$ cat src/rtl/devpwr_pkg.sv
package devpwr_pkg;
  localparam logic [1:0] PS_FULL = 2'b00;
  localparam logic [1:0] PS_LOW  = 2'b11;

  typedef struct packed {
    logic       stateLoad;
    logic [1:0] stateVal;
    logic       rstFire;
    logic       pmeSet;
    logic       pmeClr;
  } ctrlStrobe_t;
endpackage

$ cat src/rtl/devpwr_ctrl_path.sv
module devpwr_ctrl_path
  import devpwr_pkg::*;
#(
  parameter int DATA_W      = 32,
  parameter int REG_AW      = 4,
  parameter int STATE_ADDR  = 0,
  parameter int STATUS_ADDR = 1
) (
  input  logic              regWrEn,
  input  logic [REG_AW-1:0] regAddr,
  input  logic [1:0]        wrLow,
  input  logic              wakeEvt,
  input  logic [1:0]        curState,
  output ctrlStrobe_t       strobe
);
  localparam logic [REG_AW-1:0] STATE_A  = REG_AW'(STATE_ADDR);
  localparam logic [REG_AW-1:0] STATUS_A = REG_AW'(STATUS_ADDR);

  logic hitState, hitStatus, legalCode;

  always_comb begin
    hitState  = regWrEn && (regAddr == STATE_A);
    hitStatus = regWrEn && (regAddr == STATUS_A);
    legalCode = (wrLow == PS_FULL) || (wrLow == PS_LOW);

    strobe.stateVal  = wrLow;
    strobe.stateLoad = hitState && legalCode && (wrLow != curState);
    strobe.rstFire   = strobe.stateLoad && (wrLow == PS_FULL);
    strobe.pmeSet    = wakeEvt && (curState == PS_LOW);
    strobe.pmeClr    = hitStatus && wrLow[0];
  end
endmodule

$ cat src/rtl/devpwr_data_path.sv
module devpwr_data_path
  import devpwr_pkg::*;
#(
  parameter int DATA_W      = 32,
  parameter int REG_AW      = 4,
  parameter int STATE_ADDR  = 0,
  parameter int STATUS_ADDR = 1
) (
  input  logic              clk,
  input  logic              rstN,
  input  ctrlStrobe_t       strobe,
  input  logic [REG_AW-1:0] regAddr,
  input  logic              mmioReq,
  input  logic              irqRaw,
  output logic [1:0]        curState,
  output logic [DATA_W-1:0] regRdData,
  output logic              mmioDone,
  output logic              mmioAbort,
  output logic              irqOut,
  output logic              pmeOut,
  output logic              fnRstPulse
);
  localparam logic [REG_AW-1:0] STATE_A  = REG_AW'(STATE_ADDR);
  localparam logic [REG_AW-1:0] STATUS_A = REG_AW'(STATUS_ADDR);

  logic pmeSts;

  always_ff @(posedge clk or negedge rstN) begin
    if (!rstN) begin
      curState   <= PS_FULL;
      pmeSts     <= 1'b0;
      fnRstPulse <= 1'b0;
      mmioDone   <= 1'b0;
      mmioAbort  <= 1'b0;
    end else begin
      if (strobe.stateLoad) curState <= strobe.stateVal;
      if (strobe.pmeSet)      pmeSts <= 1'b1;
      else if (strobe.pmeClr) pmeSts <= 1'b0;
      fnRstPulse <= strobe.rstFire;
      mmioDone   <= mmioReq;
      mmioAbort  <= mmioReq && (curState == PS_LOW);
    end
  end

  always_comb begin
    irqOut    = irqRaw && (curState == PS_FULL);
    pmeOut    = pmeSts;
    regRdData = '0;
    if (regAddr == STATE_A)       regRdData[1:0] = curState;
    else if (regAddr == STATUS_A) regRdData[0]   = pmeSts;
  end
endmodule

$ cat src/rtl/devpwr_ctrl.sv
module devpwr_ctrl
  import devpwr_pkg::*;
#(
  parameter int DATA_W      = 32,
  parameter int REG_AW      = 4,
  parameter int STATE_ADDR  = 0,
  parameter int STATUS_ADDR = 1
) (
  input  logic              clk,
  input  logic              rstN,
  input  logic              regWrEn,
  input  logic [REG_AW-1:0] regAddr,
  input  logic [DATA_W-1:0] regWrData,
  output logic [DATA_W-1:0] regRdData,
  input  logic              mmioReq,
  output logic              mmioDone,
  output logic              mmioAbort,
  input  logic              irqRaw,
  output logic              irqOut,
  input  logic              wakeEvt,
  output logic              pmeOut,
  output logic              fnRstPulse
);
  ctrlStrobe_t strobe;
  logic [1:0]  curState;
  logic        unusedHighBits;

  assign unusedHighBits = ^regWrData[DATA_W-1:2];

  devpwr_ctrl_path #(
    .DATA_W(DATA_W), .REG_AW(REG_AW),
    .STATE_ADDR(STATE_ADDR), .STATUS_ADDR(STATUS_ADDR)
  ) u_ctrl (
    .regWrEn (regWrEn),
    .regAddr (regAddr),
    .wrLow   (regWrData[1:0]),
    .wakeEvt (wakeEvt),
    .curState(curState),
    .strobe  (strobe)
  );

  devpwr_data_path #(
    .DATA_W(DATA_W), .REG_AW(REG_AW),
    .STATE_ADDR(STATE_ADDR), .STATUS_ADDR(STATUS_ADDR)
  ) u_data (
    .clk       (clk),
    .rstN      (rstN),
    .strobe    (strobe),
    .regAddr   (regAddr),
    .mmioReq   (mmioReq),
    .irqRaw    (irqRaw),
    .curState  (curState),
    .regRdData (regRdData),
    .mmioDone  (mmioDone),
    .mmioAbort (mmioAbort),
    .irqOut    (irqOut),
    .pmeOut    (pmeOut),
    .fnRstPulse(fnRstPulse)
  );
endmodule

$ cat config.mk
export PLATFORM = sky130hd
export DESIGN_NAME = devpwr_ctrl
export DESIGN_NICKNAME = d
export VERILOG_FILES = /design/src/rtl/devpwr_pkg.sv /design/src/rtl/devpwr_ctrl_path.sv /design/src/rtl/devpwr_data_path.sv /design/src/rtl/devpwr_ctrl.sv
export SDC_FILE = /design/constraint.sdc
export NUM_CORES = 1
export LEC_CHECK = 0
export BUFFER_PORTS_ARGS = -buffer_cell sky130_fd_sc_hd__buf_4
export CORE_UTILIZATION = 26
export CTS_CLUSTER_DIAMETER = 60
export DETAILED_ROUTE_END_ITERATION = 8
export PLACE_DENSITY = 0.75
export SYNTH_ARGS = -nofsm -noshare
export SYNTH_HDL_FRONTEND = slang
export SYNTH_SLANG_ARGS = --single-unit
$ cat constraint.sdc
create_clock -name clk -period 0.85 [get_ports clk]
set_input_delay 0.1275 -clock clk [delete_from_list [all_inputs] [get_ports clk]]
set_output_delay 0.1275 -clock clk [all_outputs]
set_load 0.01 [all_outputs]
==> impl_metrics.json <==
{
  "outcome": "complete, but fails checks",
  "violations": "negative setup slack",
  "viasPerCell": 3.54,
  "cts_tree": "done",
  "critical_path.endpoint_type": "register",
  "ys_ff_latch": 6,
  "clock_skew_ps": 2.49,
  "final_core_util_pct": 39.0,
  "setup_ws_ps": -436,
  "seq_area_frac_synth_pct": 28.1,
  "track_usage_pct": 10.9,
  "min_path_cells": 3,
  "hold_violations": 0,
  "worst-r2r-setup-slack_ps": -280,
  "yosysMostFrequentCell": "buf_4",
  "p_switching_mw": 0.368,
  "synthTopCellsByCount": "30 x buf_4, 6 x dfrtp_1",
  "drive_above_1_share_pct": 44.3,
  "synth_top_cell_area_share_pct": 42.2,
  "worstHoldPathType": "primary input to register",
  "syn_area_um2": 534,
  "htreeDepth": 1,
  "numPortBuffers": 18,
  "post-place-cells": 106,
  "r2r-start": "u_data.curState[0]",
  "grt_pass1_vias": 359,
  "first_pass_iters": 4,
  "crit_chain": "buf_6 -> or3_4 -> or4b_4 -> mux2_4",
  "synthArstFlopShare_pct": 100,
  "slew_violations": 0,
  "clock_power_share_pct": 23.3,
  "synth_edf_count": 0,
  "crit_slowest_cell": "or4b_4",
  "core_mm2": 0.00194,
  "initial_core_util_pct": 27.5,
  "clockRootBuffer": "clkbuf_4",
  "fmaxAchievable_ghz": 0.777,
  "clk_pin_slew_ps": 40,
  "setup_violations": 11,
  "fillers": 208,
  "min_from": "wakeEvt",
  "drtIter0Drc": 4,
  "placed_area_um2": 629,
  "ys_types": 16,
  "synth_top_cell_by_area": "buf_4",
  "crit_path_max_fanout": 3,
  "grt_setup_unrepaired": "true",
  "drt_wl_total_mm": 1.02,
  "synth_ff_type": "dfrtp_1",
  "dp_slack_ps": -716,
  "cts_buffers": 3,
  "fin_area_um2": 757,
  "finalNetCount": 133,
  "r2r_end": "u_data.fnRstPulse",
  "dr_total_vias": 407,
  "yosys_warnings": 0,
  "die_w_um": 47.3,
  "critPathMaxStageDelay_ps": 520,
  "wl_per_cell_um": 8.83,
  "ir_worst_vdd_v": 0.000513,
  "grt_max_degree": 7,
  "cp_data_arrival_time_ps": 1420,
  "hold_end": "u_data.pmeOut",
  "p_comb_share_pct": 41.7,
  "diodes": 0,
  "io_pins": 79,
  "avgSynthCellArea_um2": 9.37,
  "power.density_mw_per_mm2": 1530,
  "worst_setup_path_start_kind": "primary input",
  "dieArea_mm2": 0.00224,
  "netlist_top_cells_area": "buf_4 42%, dfrtp_1 28%, mux2_4 5.6%",
  "ctsLongestPathBuffers": 2,
  "cellLeakagePower_nw": 0.423,
  "stdcell_count": 115,
  "rows": 16,
  "post-route-period-util_pct": 151,
  "required_ps": 980,
  "syn2layout_area_growth_pct": 41.7,
  "layout_min_cycle_time_ps": 1290,
  "cap_viol_max_count": 0,
  "grt_pass1_wl_mm": 1.48,
  "place.gp.congestion": 0.708,
  "ant_nets": 0,
  "clock_latency_ps": 250,
  "dp_hpwl_um": 739,
  "die_h_um": 47.3,
  "p_sw_share_pct": 31.8,
  "clock_sinks": 6,
  "p_seq_share_pct": 35.0,
  "drc_errors": 0,
  "overflow": 0,
  "antenna_found_initial": 0,
  "synth_cells": 57,
  "internal_power_mw": 0.788,
  "reg2reg_depth": 4,
  "worstSetupPathType": "primary input to register"
}
metrics by stage:
| stage | TNS (ps) | hold slack [ps] | total power [mW] |
|---|---|---|---|
| finish | -2440 | 108 | 1.16 |
| CTS | -2570 | 97.7 | 1.12 |
| detailed placement | -2960 | -62.1 | 0.769 |
| global placement | -2810 | -65.6 | 0.754 |
| global route | -2780 | 129 | 1.24 |
| floorplan | -1650 | -168 | 0.671 |
state kept, by name, summed over array words and instances (netlist names):
name,cells
u_data.mmioDone,1
u_data.mmioAbort,1
u_data.fnRstPulse,1
u_data.curState,2
u_data.pmeOut,1
repair_timing:
item,CTS,global route
setup endpoints to repair,10,10
pin swaps,0,1
buffers inserted,2,2
resized for setup,12,4
hold endpoints to repair,7,0
hold buffers,2,0
worst max path at each step:
stage                           from            endpoint  slack, ps  depth (start not counted)
after detailed placement  regAddr[3]  u_data.curState[1]       -720                          4
after floorplan           regAddr[3]  u_data.curState[0]       -590                          3
after global routing      regAddr[3]  u_data.curState[1]       -430                          4
final                     regAddr[3]  u_data.curState[1]       -440                          4
after global placement    regAddr[3]  u_data.curState[0]       -700                          4
after CTS                 regAddr[3]  u_data.curState[1]       -420                          4
layout make-up:
class / instances / area, µm² / area share, %
tap: 27 / 33.8 / 4.46
clock buffer: 3 / 22.5 / 2.98
sequential: 6 / 153 / 20.2
multi-input combinational: 48 / 284 / 37.5
timing repair buffer: 29 / 256 / 33.9
inverter: 2 / 7.51 / 0.992
layout by cell type, fill, tap and decap left out, drive strengths merged:
master       instances
xor2                 2
ha                   1
or4b                 1
mux2i                1
buf                 27
dfrtp                6
inv                  2
dlygate4sd3          2
and3                 1
clkbuf               3
nand3                2
nor2                 2
nand2                1
o21ai                2
conb                30
mux2                 2
or3                  1
nor3b                2
cells by family (layout without fill, tap and decap cells):
kind of cell               after synthesis  in the layout  synth area share [%]
buffers and inverters                   32             34                  43.6
other                                    1             30                 0.702
adders and majority gates                1              1                  2.34
muxes                                    3              3                  7.49
AOI/OAI and AO/OA                        2              2                  1.87
DFF                                      6              6                  28.1
xor gates and xnor gates                 2              2                  3.28
and+or+nand+nor                         10             10                  12.6
power groups by stage:
stage                     Clock [mW]  Combinational (mW)  Sequential (mW)
final                          0.270               0.482            0.404
after global placement             0               0.359            0.395
after CTS                      0.290               0.426            0.400
after detailed placement           0               0.370            0.399
after global routing           0.301               0.521            0.416
after floorplan                    0               0.269            0.402
metal layers:
metal | global-route usage, % | vias to the layer above | wire, µm
met5 | 0 | - | 0
met4 | 8.57 | 0 | 55
met3 | 6.54 | 6 | 142
met2 | 18.4 | 38 | 477
met1 | 9.24 | 179 | 341
li1 | - | 184 | -
critical path, delay by kind of cell:
kind	cells	cell delay, ps
buf+inv	1	90
mux	1	310
simple gates	2	890
(Power assumes the default switching activity.)
